===== src/rtl/spec_store_buf.sv =====
module spec_store_buf #(
  parameter int NTHR       = 4,
  parameter int DEPTH      = 4,
  parameter int AW         = 16,
  parameter int GB         = 4,
  parameter int LINE_SHIFT = 2
) (
  input  logic                     clk,
  input  logic                     rst_n,
  input  logic                     st_valid,
  input  logic [$clog2(NTHR)-1:0]  st_tid,
  input  logic [AW-1:0]            st_addr,
  input  logic [8*GB-1:0]          st_data,
  input  logic [GB-1:0]            st_be,
  output logic [NTHR-1:0]          st_stall,
  input  logic [$clog2(NTHR)-1:0]  ld_tid,
  input  logic [AW-1:0]            ld_addr,
  output logic [8*GB-1:0]          ld_data,
  output logic [AW-1:0]            cache_rd_addr,
  input  logic [8*GB-1:0]          cache_rd_data,
  input  logic                     commit,
  output logic                     commit_done,
  output logic                     cache_wr_valid,
  input  logic                     cache_wr_ready,
  output logic [AW-1:0]            cache_wr_addr,
  output logic [8*GB-1:0]          cache_wr_data,
  output logic [GB-1:0]            cache_wr_be,
  input  logic                     sq_valid,
  input  logic [$clog2(NTHR)-1:0]  sq_tid,
  input  logic                     snp_valid,
  input  logic [AW-LINE_SHIFT-1:0] snp_line,
  output logic [NTHR-1:0]          kill_mask,
  output logic [$clog2(NTHR)-1:0]  oldest_tid
);
  localparam int TW = $clog2(NTHR);
  localparam int CW = $clog2(DEPTH + 1);
  localparam int PW = $clog2(DEPTH);
  localparam int DW = 8 * GB;

  logic [AW-1:0] e_addr [NTHR][DEPTH];
  logic [DW-1:0] e_data [NTHR][DEPTH];
  logic [GB-1:0] e_be   [NTHR][DEPTH];
  logic [CW-1:0] cnt    [NTHR];
  logic [TW-1:0] oldest;
  logic          draining;
  logic [CW-1:0] dptr;

  logic          st_fire, wr_fire;
  logic [TW:0]   sq_age, snp_age, kill_from;
  logic [TW-1:0] ld_age;

  assign oldest_tid    = oldest;
  assign cache_rd_addr = ld_addr;

  always_comb begin
    for (int t = 0; t < NTHR; t++)
      st_stall[t] = (cnt[t] == CW'(DEPTH)) || (draining && TW'(t) == oldest);
  end

  assign st_fire = st_valid && !st_stall[st_tid] && !kill_mask[st_tid];

  always_comb begin
    logic [TW-1:0] tt;
    ld_age  = ld_tid - oldest;
    ld_data = cache_rd_data;
    for (int a = 0; a < NTHR; a++) begin
      tt = oldest + TW'(a);
      if (TW'(a) <= ld_age) begin
        for (int e = 0; e < DEPTH; e++) begin
          if (CW'(e) < cnt[tt] && e_addr[tt][e] == ld_addr) begin
            for (int b = 0; b < GB; b++)
              if (e_be[tt][e][b]) ld_data[8*b +: 8] = e_data[tt][e][8*b +: 8];
          end
        end
      end
    end
  end

  always_comb begin
    logic [TW-1:0] tt;
    snp_age = (TW+1)'(NTHR);
    for (int a = NTHR - 1; a >= 0; a--) begin
      tt = oldest + TW'(a);
      if (snp_valid && !(draining && a == 0)) begin
        for (int e = 0; e < DEPTH; e++)
          if (CW'(e) < cnt[tt] && e_addr[tt][e][AW-1:LINE_SHIFT] == snp_line)
            snp_age = (TW+1)'(a);
      end
    end
  end

  always_comb begin
    sq_age = (TW+1)'(NTHR);
    if (sq_valid) begin
      sq_age = {1'b0, sq_tid - oldest};
      if (draining && sq_age == '0) sq_age = (TW+1)'(1);
    end
    kill_from = (sq_age < snp_age) ? sq_age : snp_age;
    for (int t = 0; t < NTHR; t++)
      kill_mask[t] = {1'b0, TW'(t) - oldest} >= kill_from;
  end

  assign cache_wr_valid = draining && (dptr < cnt[oldest]);
  assign cache_wr_addr  = e_addr[oldest][dptr[PW-1:0]];
  assign cache_wr_data  = e_data[oldest][dptr[PW-1:0]];
  assign cache_wr_be    = e_be[oldest][dptr[PW-1:0]];
  assign wr_fire        = cache_wr_valid && cache_wr_ready;
  assign commit_done    = draining && (wr_fire ? (dptr + CW'(1) == cnt[oldest])
                                               : (dptr == cnt[oldest]));

  always_ff @(posedge clk) begin
    if (st_fire) begin
      e_addr[st_tid][cnt[st_tid][PW-1:0]] <= st_addr;
      e_data[st_tid][cnt[st_tid][PW-1:0]] <= st_data;
      e_be[st_tid][cnt[st_tid][PW-1:0]]   <= st_be;
    end
  end

  always_ff @(posedge clk or negedge rst_n) begin
    if (!rst_n) begin
      for (int t = 0; t < NTHR; t++) cnt[t] <= '0;
      oldest   <= '0;
      draining <= 1'b0;
      dptr     <= '0;
    end else begin
      for (int t = 0; t < NTHR; t++) begin
        if (kill_mask[t]) cnt[t] <= '0;
        else if (st_fire && st_tid == TW'(t)) cnt[t] <= cnt[t] + CW'(1);
      end
      if (wr_fire) dptr <= dptr + CW'(1);
      if (commit_done) begin
        draining    <= 1'b0;
        cnt[oldest] <= '0;
        oldest      <= oldest + TW'(1);
      end else if (commit && !draining) begin
        draining <= 1'b1;
        dptr     <= '0;
      end
    end
  end
endmodule



===== config.mk =====
export PLATFORM = sky130hd
export DESIGN_NAME = spec_store_buf
export DESIGN_NICKNAME = d
export VERILOG_FILES = /design/src/rtl/spec_store_buf.sv
export SDC_FILE = /design/constraint.sdc
export NUM_CORES = 2
export LEC_CHECK = 0
export BUFFER_PORTS_ARGS = -buffer_cell sky130_fd_sc_hd__buf_2
export CORE_MARGIN = 4
export CORE_UTILIZATION = 35
export CTS_CLUSTER_DIAMETER = 80
export CTS_CLUSTER_SIZE = 10
export DETAILED_ROUTE_END_ITERATION = 8
export GPL_TIMING_DRIVEN = 0
export HOLD_SLACK_MARGIN = 0.08
export PLACE_DENSITY = 0.51
export SETUP_SLACK_MARGIN = 0.4
export SLEW_MARGIN = 10
export SYNTH_ARGS = -nofsm -noshare
export SYNTH_HDL_FRONTEND = slang
export SYNTH_SLANG_ARGS = --single-unit

===== constraint.sdc =====
create_clock -name clk -period 12.71 [get_ports clk]
set_input_delay 0.6355 -clock clk [delete_from_list [all_inputs] [get_ports clk]]
set_output_delay 0.6355 -clock clk [all_outputs]
set_load 0.01 [all_outputs]

==> results.toml <==
[power_and_ir_drop]
leakage_nw = 23.1
power.density_nw_per_um2 = 268
ir_drop_v = 0.000179

[detailed_routing]
routed_via_density = 7.39
wl_um = 353000
firstDrtPassIters = 8
vias = 55088
drt-initial-drc-count = 10485
antenna_left = 0
routedWlPerCell_um = 47.4
drc = 0

[floorplanning]
fp.dieArea_sq_um = 190000
die_width_um = 435
ios = 239
die_height_um = 435
std_cell_rows = 156
start_util = 0.353
core_area_sq_um = 181000

[grt]
grtUsageTotal = 0.360
antenna_found_initial = 37
grt.overflow.total = 0
grt_max_degree = 20
grt_pass1_vias = 51386
grt_pass1_wl_um = 464000

[timing]
fmax_ghz = 0.0823
hold_viol = 0
slew_headroom = 0.0177
tns_ps = 0
period_share = 0.956
finalWorstPathRequiredPeriod_ps = 12150
tightest_slew_ps = 1470
setup_ws_ps = 561
rsz0062_at_grt = "false"
setup_viol = 0
drv_slew = 0
fin_skew_ps = 89.4

[worst_setup_path]
rr_endpoint = "e_data[0][69]"
path_max_fanout = 12
regToRegSetupSlack_ps = 560
slowest_delay_ps = 650
ff2ff_path_depth = 41
worstPathRequired_ps = 13170
critical_path_class = "reg2reg"
endpoint_kind = "register"
arrival_ps = 12610
start_kind = "register"
crit_top_cell = "buf_4"
crit-reg2reg-launch = "oldest_tid[0]"
critical_path.slowest_cell = "or3b_2"

[synth]
ys_ff_latch = 850
postSynthCellCount = 4598
synth_edf_count = 832
ys_top_cells_by_count = "mux4_2, edfxtp_1, xnor2_1, nor2_1, nand2_1"
synth_top_cell_by_area = "edfxtp_1"
netlist_area_sq_um = 64000
yosysWarnings = 0
synthTopCellsByArea = "edfxtp_1, mux4_2, xnor2_1, mux2i_1, nand4_1"
synth_top_family_by_area = "multiplexers"
yosysSeqAreaShare = 0.398
synth_fa_ha_area_frac = 0.00528
synth_most_common_cell = "mux4_2"
async_flop_share = 0.0212
synth_mux_area_frac = 0.327
synth_flop_cell = "edfxtp_1"
syn_nets = 4752
synth-compound-area-share = 0.0685
yosys.area.top_type_share = 0.391
synth_cell_types = 91
synth_xor_area_frac = 0.0678
yosys.area_share.simple = 0.0930
avgSynthCellArea_sq_um = 13.9

[clock_network]
clockBufferDepth = 3
clock-root-buffer = "clkbuf_16"
clock_latency_ps = 790
cts_sinks = 850
cts_buffers = 103
htree_num_levels = 3
cts_tree = "yes"
path_clk_slew_ps = 60

[placed_design]
pre_cts_slack_ps = -2750
port_buffers = 210
dp_hpwl_um = 257000
placed_area_sq_um = 69800
place.gp.congestion = 1.05

[min_path]
whs_endpoint = "e_data[3][88]"
min_from = "st_data[24]"
min_delay_path_depth = 1
hp-class = "in2reg"

[finish]
utilization = 0.403
drive_gt1_frac = 0.330
fin_nets = 5172
fin_area_sq_um = 73000
syn_to_final_growth_pct = 14.2

[run_status]
status = "completed"

[flow_run]
maxCapViolCount = 0
## cell usage in the layout (no fill, tap or decap), types with 25 or more instances in the layout
cell type	n
buf_4	131
xor2_1	72
mux2i_1	129
buf_6	57
nand3_1	95
mux4_2	857
a211oi_1	75
edfxtp_1	832
nand3b_1	38
nor2b_1	80
a31oi_1	31
clkbuf_16	103
buf_1	44
nand2_1	176
ha_1	27
nand2b_1	37
o21ai_0	102
nor3b_1	25
o31ai_1	48
buf_2	279
xnor2_1	420
buf_12	31
nor4_1	51
nand4_1	141
inv_1	71
nor2_1	215
and3_1	30
a21oi_1	124
clkbuf_1	143
o22ai_1	42
nor3_1	76
## logic make-up after synthesis
family | Yosys count
simple gates | 1094
compound gates | 635
xor+xnor | 495
fa+ha+maj | 27
mux | 1013
flops | 850
buf+inv | 484
## flip-flops by register name (all words and copies together) (netlist names)
register / count
e_be: 64
cnt: 12
draining: 1
oldest_tid: 2
e_data: 512
dptr: 3
e_addr: 256
## worst max-delay path by stage
stage | from | end | slack (ps)
floorplan | oldest_tid[0] | e_addr[0][32] | 880
global placement | oldest_tid[0] | e_data[0][35] | -12370
detailed placement | oldest_tid[0] | e_data[0][64] | -2750
CTS | oldest_tid[1] | e_data[0][69] | 450
global route | oldest_tid[1] | e_data[0][69] | 450
finish | oldest_tid[0] | e_data[0][69] | 560
## metal layers
layer	global-route usage	wire (um)	vias up
met3	0.147	53700	1217
met2	0.503	144000	5647
li1	-	-	19810
met4	0.229	28300	14
met1	0.461	126000	28400
met5	0.00302	164	-
## report_power, final
group	switching [W]	total, W	internal (W)	leakage (nW)
registers	0.0000963	0.00328	0.00318	7.74
logic	0.00845	0.0135	0.00505	13.9
clock network	0.00130	0.00281	0.00151	1.42
## critical path: cells and delay by family (launching register included)
kind	cells	cell delay, ps
simple gates	9	2590
fa+ha+maj	3	1100
mux	1	460
buf+inv	19	5320
compound gates	8	1430
flops	1	590
xor+xnor	1	170
## layout make-up
class / count / area, sq um
well taps: 2370 / 2970
clock buffers: 116 / 2630
plain buffers: 407 / 2380
flip-flops and latches: 850 / 25400
fillers: 16951 / 108000
repair buffers: 315 / 2660
multi-input cells: 3264 / 36200
clock inverters: 30 / 354
diodes: 21 / 52.6
inverters: 77 / 293
## stage by stage
stage	hold WS (ps)	std cells	power, W
3_3_place_gp	591	7178	0.0162
2_1_floorplan	340	4598	0.0111
5_1_grt	230	7436	0.0198
6_report	221	7450	0.0196
4_1_cts	166	7428	0.0190
3_5_place_dp	591	7278	0.0162
## what timing repair did
item	4_1_cts	5_1_grt
hold buffers	1	0
resized for setup	28	14
endpoints found under the hold margin	18	0
pin swaps	2	0
setup endpoints to repair	880	186
setup buffers	3	0
Note: power is estimated with default switching activity, not from simulation.
